===== src/rtl/rcf_pkg.sv =====
package rcf_pkg;
  localparam int ST_W     = 8;
  localparam int PCW_BIT  = 7;
  localparam int PAGE_BIT = 5;
  localparam int PDN_BIT  = 4;
  localparam int TON_BIT  = 3;
  localparam int LOW_W    = 3;
  localparam logic [ST_W-1:0] ST_POR = 8'h18;

  typedef enum logic [1:0] {
    CZ_NONE = 2'd0,
    CZ_EXT  = 2'd1,
    CZ_WDT  = 2'd2,
    CZ_PIN  = 2'd3
  } cause_e;

  typedef struct packed {
    logic pcw;
    logic pdn;
    logic ton;
  } flags_t;
endpackage


===== src/rtl/rcf_cause_arb.sv =====
module rcf_cause_arb
  import rcf_pkg::*;
(
  input  logic   ext_clr,
  input  logic   wdt_to,
  input  logic   pin_wake,
  input  logic   asleep,
  output cause_e cause
);
  // fixed priority: external clear, watchdog, then pin wake (only while asleep)
  always_comb begin
    if (ext_clr)                cause = CZ_EXT;
    else if (wdt_to)            cause = CZ_WDT;
    else if (pin_wake && asleep) cause = CZ_PIN;
    else                        cause = CZ_NONE;
  end
endmodule


===== src/rtl/rcf_flag_table.sv =====
module rcf_flag_table
  import rcf_pkg::*;
(
  input  cause_e cause,
  input  logic   asleep,
  input  flags_t cur,
  output flags_t nxt
);
  always_comb begin
    nxt = cur;
    unique case (cause)
      CZ_EXT: begin
        nxt.pcw = 1'b0;
        if (asleep) begin
          nxt.pdn = 1'b1;
          nxt.ton = 1'b0;
        end
      end
      CZ_WDT: begin
        nxt.pcw = 1'b0;
        nxt.pdn = 1'b0;
        nxt.ton = !asleep;
      end
      CZ_PIN: begin
        nxt.pcw = 1'b1;
        nxt.pdn = 1'b1;
        nxt.ton = 1'b0;
      end
      default: nxt = cur;
    endcase
  end
endmodule


===== src/rtl/rcf_dir_reg.sv =====
module rcf_dir_reg #(
  parameter int DIR_W = 6
) (
  input  logic             clk,
  input  logic             rst,
  input  logic             evt,
  input  logic             we,
  input  logic [DIR_W-1:0] wd,
  output logic [DIR_W-1:0] q
);
  always_ff @(posedge clk) begin
    if (rst || evt) q <= '1;
    else if (we)    q <= wd;
  end

  a_r7_dir_all_input: assert property (@(posedge clk) disable iff (rst)
    evt |=> q == {DIR_W{1'b1}});
  a_r11_dir_write: assert property (@(posedge clk) disable iff (rst)
    (we && !evt) |=> q == $past(wd));
endmodule


===== src/rtl/rcf_reset_cause.sv =====
module rcf_reset_cause
  import rcf_pkg::*;
#(
  parameter int DIR_W     = 6,
  parameter int NUM_PORTS = 2
) (
  input  logic                       clk,
  input  logic                       rst,
  input  logic                       ext_clr_i,
  input  logic                       wdt_to_i,
  input  logic                       pin_wake_i,
  input  logic                       sleep_enter_i,
  input  logic                       st_we_i,
  input  logic                       bank_we_i,
  input  logic [NUM_PORTS-1:0]       dir_we_i,
  input  logic [7:0]                 wdata_i,
  output logic [7:0]                 status_o,
  output logic [7:0]                 bank_o,
  output logic [NUM_PORTS*DIR_W-1:0] dir_o,
  output logic                       asleep_o
);
  localparam int BANK_FIX = 2;
  localparam int BANK_LO  = 8 - BANK_FIX;

  cause_e             cause;
  flags_t             cur_f, nxt_f;
  logic               evt;
  logic               asleep_q;
  logic               page_q;
  logic [LOW_W-1:0]   low_q;
  logic [BANK_LO-1:0] bank_q;

  rcf_cause_arb u_arb (
    .ext_clr (ext_clr_i),
    .wdt_to  (wdt_to_i),
    .pin_wake(pin_wake_i),
    .asleep  (asleep_q),
    .cause   (cause)
  );

  rcf_flag_table u_tbl (
    .cause (cause),
    .asleep(asleep_q),
    .cur   (cur_f),
    .nxt   (nxt_f)
  );

  assign evt = (cause != CZ_NONE);

  always_ff @(posedge clk) begin
    if (rst) begin
      cur_f    <= '{pcw: 1'b0, pdn: 1'b1, ton: 1'b1};
      page_q   <= 1'b0;
      low_q    <= '0;
      asleep_q <= 1'b0;
      bank_q   <= '0;
    end else if (evt) begin
      cur_f    <= nxt_f;
      page_q   <= 1'b0;
      asleep_q <= 1'b0;
    end else begin
      if (sleep_enter_i) asleep_q <= 1'b1;
      if (st_we_i) begin
        page_q <= wdata_i[PAGE_BIT];
        low_q  <= wdata_i[LOW_W-1:0];
      end
      if (bank_we_i) bank_q <= wdata_i[BANK_LO-1:0];
    end
  end

  generate
    for (genvar p = 0; p < NUM_PORTS; p++) begin : g_dir
      rcf_dir_reg #(.DIR_W(DIR_W)) u_dir (
        .clk(clk),
        .rst(rst),
        .evt(evt),
        .we (dir_we_i[p]),
        .wd (wdata_i[DIR_W-1:0]),
        .q  (dir_o[p*DIR_W +: DIR_W])
      );
    end
  endgenerate

  assign status_o = {cur_f.pcw, 1'b0, page_q, cur_f.pdn, cur_f.ton, low_q};
  assign bank_o   = {{BANK_FIX{1'b1}}, bank_q};
  assign asleep_o = asleep_q;

  a_r2_ext_awake_keeps: assert property (@(posedge clk) disable iff (rst)
    (ext_clr_i && !asleep_o) |=>
      (status_o[4:3] == $past(status_o[4:3])) && (status_o[7:5] == 3'b000));
  a_r3_ext_asleep: assert property (@(posedge clk) disable iff (rst)
    (ext_clr_i && asleep_o) |=> status_o[7:3] == 5'b00010);
  a_r4_wdt_awake: assert property (@(posedge clk) disable iff (rst)
    (wdt_to_i && !ext_clr_i && !asleep_o) |=> status_o[7:3] == 5'b00001);
  a_r5_wdt_asleep: assert property (@(posedge clk) disable iff (rst)
    (wdt_to_i && !ext_clr_i && asleep_o) |=> status_o[7:3] == 5'b00000);
  a_r6_pin_wake: assert property (@(posedge clk) disable iff (rst)
    (pin_wake_i && asleep_o && !ext_clr_i && !wdt_to_i) |=> status_o[7:3] == 5'b10010);
  a_r6_pin_ignored: assert property (@(posedge clk) disable iff (rst)
    (pin_wake_i && !asleep_o && !ext_clr_i && !wdt_to_i && !st_we_i) |=> $stable(status_o));
  a_r9_sleep_cleared: assert property (@(posedge clk) disable iff (rst)
    (ext_clr_i || wdt_to_i || (pin_wake_i && asleep_o)) |=> !asleep_o);
  a_r10_ro_bits: assert property (@(posedge clk) disable iff (rst)
    (st_we_i && !ext_clr_i && !wdt_to_i && !(pin_wake_i && asleep_o)) |=>
      (status_o[7] == $past(status_o[7])) && (status_o[4:3] == $past(status_o[4:3])));
  a_r7_bank_low_kept: assert property (@(posedge clk) disable iff (rst)
    (ext_clr_i || wdt_to_i) |=> bank_o == $past(bank_o));
endmodule


===== config.mk =====
export PLATFORM = sky130hd
export DESIGN_NAME = rcf_reset_cause
export DESIGN_NICKNAME = d
export VERILOG_FILES = /design/src/rtl/rcf_pkg.sv /design/src/rtl/rcf_cause_arb.sv /design/src/rtl/rcf_flag_table.sv /design/src/rtl/rcf_dir_reg.sv /design/src/rtl/rcf_reset_cause.sv
export SDC_FILE = /design/constraint.sdc
export NUM_CORES = 1
export LEC_CHECK = 0
export ABC_AREA = 1
export BUFFER_PORTS_ARGS = -buffer_cell sky130_fd_sc_hd__buf_2
export CAP_MARGIN = 20
export CORE_UTILIZATION = 45
export CTS_CLUSTER_SIZE = 12
export DETAILED_ROUTE_END_ITERATION = 16
export GPL_TIMING_DRIVEN = 0
export PLACE_DENSITY = 0.8
export SYNTH_ARGS = -nofsm -noshare
export SYNTH_HDL_FRONTEND = slang
export SYNTH_SLANG_ARGS = --single-unit

===== constraint.sdc =====
create_clock -name clk -period 1.5 [get_ports clk]
set_clock_uncertainty 0.2 [all_clocks]
set_input_delay 0.3 -clock clk [delete_from_list [all_inputs] [get_ports clk]]
set_output_delay 0.3 -clock clk [all_outputs]
set_load 0.02 [all_outputs]

## After elaboration in Yosys (flattened, before gate mapping)

Index checks and enable logic that the tools add are counted.

| storage, ports and cells | value |
|---|---|
| word-level logic and storage cells | 29 |
| bits of input ports | 18 |
| register bits after elaboration | 26 |

| cells by class | value |
|---|---|
| bitwise logic cells | 1 |
| equality and inequality tests | 4 |
| reduce and logical (&&, ||, !) cells | 10 |
| multiplexer cells | 5 |

Operators with widths:

| operator | count |
|---|---|
| 3-bit one-hot mux with 3 select lines | 1 |
| 2-bit two-way mux | 4 |
| 2-bit AND reduction | 3 |
| 2-bit equality test, second input constant | 2 |
| 3-bit AND reduction | 1 |
| 3-bit nonzero test | 1 |
| 2-bit by 1-bit equality test with 1-bit output, second input constant | 1 |
| 2-bit inequality test, second input constant | 1 |
| 2-bit nonzero test | 1 |
| 2-bit OR reduction | 1 |
| 1-bit logical AND | 1 |
| 1-bit zero test | 1 |
| 1-bit logical OR | 1 |
| 1-bit NOT | 1 |

## Logic depth before layout (Yosys ltp)

| depth | value |
|---|---|
| depth after elaboration | 7 |
| gate-level depth with buffers | 6 |

## Cells and area by module

From an unflattened synthesis, not the netlist that was laid out.

| second synthesis, totals | value |
|---|---|
| cells, all modules | 155 |
| area total of the unflattened synthesis | 1127.3 µm² |

Modules (own cells, without submodules):

| module | cells an instance | instances | area an instance (µm²) |
|---|---|---|---|
| rcf_reset_cause | 86 | 1 | 634.4 |
| rcf_dir_reg | 26 | 2 | 205.2 |
| rcf_flag_table | 13 | 1 | 58.8 |
| rcf_cause_arb | 4 | 1 | 23.8 |

## Worst setup path before layout

No wires, ideal clock.

| path | value |
|---|---|
| path kind | register -> register |
| start point | reg asleep_q, in the netlist asleep_o |
| end point | reg cur_f, in the netlist status_o[3] |
| data arrival time | 0.997 ns |
| required time | 1.166 ns |
| setup time | 0.134 ns |
| period minus slack after synthesis | 1.330 ns |
| stages on the path, launching flop included | 7 |
| setup slack | 0.170 ns |
| cells stage by stage | dfxtp_1 > nand2_2 > buf_6 > nand2_1 > nand2_1 > nand2_1 > nand3_1 |

| between the ends | value |
|---|---|
| word-level cells in the longest chain between the ends | 7 |

Ends and longest elaborated chain:

| what | RTL line | text |
|---|---|---|
| from (decl) | rcf_reset_cause.sv:28 | `logic asleep_q;` |
| from (signal assigned) | rcf_reset_cause.sv:55 | `asleep_q <= 1'b0;` |
| from (signal assigned) | rcf_reset_cause.sv:60 | `asleep_q <= 1'b0;` |
| from (signal assigned) | rcf_reset_cause.sv:62 | `if (sleep_enter_i) asleep_q <= 1'b1;` |
| 1-bit logical AND | rcf_cause_arb.sv:14 | `else if (pin_wake && asleep) cause = CZ_PIN;` |
| 2-bit two-way mux | rcf_cause_arb.sv:14 |  |
| 2-bit two-way mux | rcf_cause_arb.sv:13 | `else if (wdt_to) cause = CZ_WDT;` |
| 2-bit two-way mux | rcf_cause_arb.sv:12 | `if (ext_clr) cause = CZ_EXT;` |
| 2-bit by 1-bit equality test with 1-bit output / 2-bit equality test (equally long branches) | rcf_flag_table.sv:11 | `unique case (cause)` |
| 2-bit inequality test (no source line) / 3-bit nonzero test (equally long branches) | -- |  |
| 3-bit AND reduction (no source line) | -- |  |
| to (signal assigned) | rcf_reset_cause.sv:52 | `cur_f <= '{pcw: 1'b0, pdn: 1'b1, ton: 1'b1};` |
| to (signal assigned) | rcf_reset_cause.sv:58 | `cur_f <= nxt_f;` |
| to (decl) | rcf_reset_cause.sv:26 | `flags_t cur_f, nxt_f;` |

Several ways; a longest one is shown, not always the timed one.
A chain may end at the register's enable or synchronous reset.

## Final worst setup path

| path | value |
|---|---|
| start point | reg page_q |
| end point | out status_o[5] |

RTL lines:

| what | RTL line | text |
|---|---|---|
| from (decl) | rcf_reset_cause.sv:29 | `logic page_q;` |
| from (signal assigned) | rcf_reset_cause.sv:64 | `page_q <= wdata_i[PAGE_BIT];` |
| to (decl) | rcf_reset_cause.sv:17 | `output logic [7:0] status_o,` |

No word-level cell between the ends.

==> results.toml <==
[status]
status = "finished, final reports clean"

[min_path]
hp-class = "in -> reg"

[synth]
synth_seq_cells = 26
yosys-top-cells-area = "dfxtp_1 46%, nand2_1 13%, inv_1 10%"
yosysTopAreaCell = "dfxtp_1"
ys_types = 17
synth.most_common_cell = "nand2_1"
synth-edff-count = 0
synth_cells = 152
async_flop_share_pct = 0
yosysSeqAreaShare_pct = 46.2
avgSynthCellArea_um2 = 7.42
yosys-top-cells-count = "39 x nand2_1, 30 x inv_1, 26 x dfxtp_1"
yosys.area.top_type_share_pct = 46.2
syn-cell-area_um2 = 1130
synth_flop_cell = "dfxtp_1"
yosys_warnings = 0

[power_and_ir_drop]
leakage_uw = 0.000752
p_int_uw = 943
pwr-share-clk_pct = 26.5
peakVddDrop_v = 0.000726
pwr_density_cell_nw_per_um2 = 913
combPwrFrac_pct = 16.7
power_uw = 1290
sw_frac_of_total_pct = 26.7
switching_power_uw = 343
seqPwrFrac_pct = 56.8

[floorplanning]
rows = 17
die_y_um = 52.1
io_pins = 47
dieArea_um2 = 2710
core_um2 = 2280
die_x_um = 52.1
start_util_pct = 49.5

[route]
ant_nets = 0
routedWlPerCell_um = 10.2
routed_wl_um = 2310
drt_iter0_drc = 20
vias = 1083
firstDrtPassIters = 4
drc = 0
viasPerCell = 4.79

[cells_and_area]
area_growth_pct = 25.0
nFillCells = 216
final_nets = 217
diodes = 0
drive_gt1_share_pct = 29.8
final_util_pct = 61.9
final_cell_area_um2 = 1410

[placed_design]
gp_congestion = 0.789
place_hpwl_um = 1820
port-buffer-count = 41
place_area_um2 = 1370

[critical_path]
crit_path_max_fanout = 2
crit_type = "reg -> out"
crit_arrival_ns = 0.91
crit_required_ns = 1.00
cp-start-kind = "flop"
endpoint_kind = "output pin"

[global_routing]
grt-ovfl-total = 0
grt_pass1_vias = 939
grt_first_pass_wirelength_um = 3730
antenna_found_initial = 0
track_usage_pct = 18.7
grt_max_degree = 15

[timing]
rsz0062_at_grt = "false"
hold_violations = 0
slew_viol_final = 0
post-route-min-period_ns = 1.41
whs_ns = 0.00416
fin_tns_setup_ns = 0
finalCritPeriodShare_pct = 94.3
fmax_mhz = 707
finalSetupViolCount = 0

[clock_network]
post-cts-setup-buffers = 0
holdBufCountCts = 0
numCtsBuffers = 3
clkLatencyLatePin_ns = 0.31
root_buffer = "clkbuf_4"
cts.sinks = 26
cts_tree = "yes"
htree_levels = 1
clkTransAtPathRegs_ns = 0.13
cts_buffer_depth = 2

[flow_run]
max_cap_violations = 0
power groups by stage:
stage | clock, uW | sequential (uW) | combinational [uW]
2_1_floorplan | 0 | 778 | 109
3_3_place_gp | 0 | 744 | 209
3_5_place_dp | 0 | 745 | 214
4_1_cts | 350 | 730 | 216
5_1_grt | 384 | 733 | 240
6_report | 341 | 730 | 215
per-stage QoR:
stage	std cells	worst slack (ns)
detailed placement	222	0.137
floorplan	153	0.170
global route	226	0.00888
finish	226	0.0857
global placement	222	0.165
CTS	226	0.0620
sequential cells by signal (all words and copies together), names as in the netlist:
register and cells:
asleep_o 1, status_o 3, page_q 1, bank_q 6
low_q 3, g_dir.u_dir.q 12
worst max-delay path, stage by stage, from the launching register on:
cell and delay, ns:
dfxtp_1 0.36, buf_4 0.10, buf_2 0.14
final timing paths:
| check | depth (start not counted) | start | slack [ns] | end |
|---|---|---|---|---|
| max | 2 | page_q | 0.09 | status_o[5] |
| min | 3 | sleep_enter_i | 0.004 | asleep_o |
| max reg2reg | 6 | asleep_o | 0.27 | status_o[4] |
| min reg2reg | 2 | status_o[3] | 0.28 | status_o[3] |
area by class of cell:
cell class              instances  area (um2)  area share [%]
flip-flops and latches         26         522            37.0
multi-input cells              86         422            29.9
repair buffers                 41         205            14.6
inverters                      31         116            8.26
plain buffers                  10        72.6            5.15
clock buffers                   4        36.3            2.58
well taps                      28        35.0            2.49
kinds of logic (layout without fill, tap and decap cells):
family | after synthesis | count (layout) | synth area share (%)
AOI/OAI and AO/OA | 14 | 14 | 8.88
buffers and inverters | 41 | 86 | 16.8
DFF | 26 | 26 | 46.2
other | 2 | 3 | 0.666
and+or+nand+nor | 69 | 69 | 27.5
timing repair:
action | 4_1_cts | 5_1_grt
gates resized for setup | 0 | 1
setup endpoints to repair | 0 | 1
hold endpoints to repair | 0 | 0
cell usage in the layout (no fill, tap or decap):
cell type,n
a21oi_1,2
nand3_1,5
conb_1,3
buf_6,2
buf_4,5
inv_1,30
clkbuf_4,3
inv_2,1
nand4_1,9
nand3_2,2
dfxtp_1,25
nor2_1,12
clkbuf_1,2
dfxtp_2,1
nand2_2,1
nand2_1,39
o211ai_1,12
clkbuf_8,1
nor2_4,1
clkbuf_2,1
buf_2,41
metal layers:
layer	global-route usage (%)	vias to the layer above	wire length (um)
li1	-	557	-
met1	22.2	488	985
met2	33.1	34	1170
met3	2.63	4	132
met4	8.11	0	27
met5	0	-	0
(Power assumes the default switching activity.)
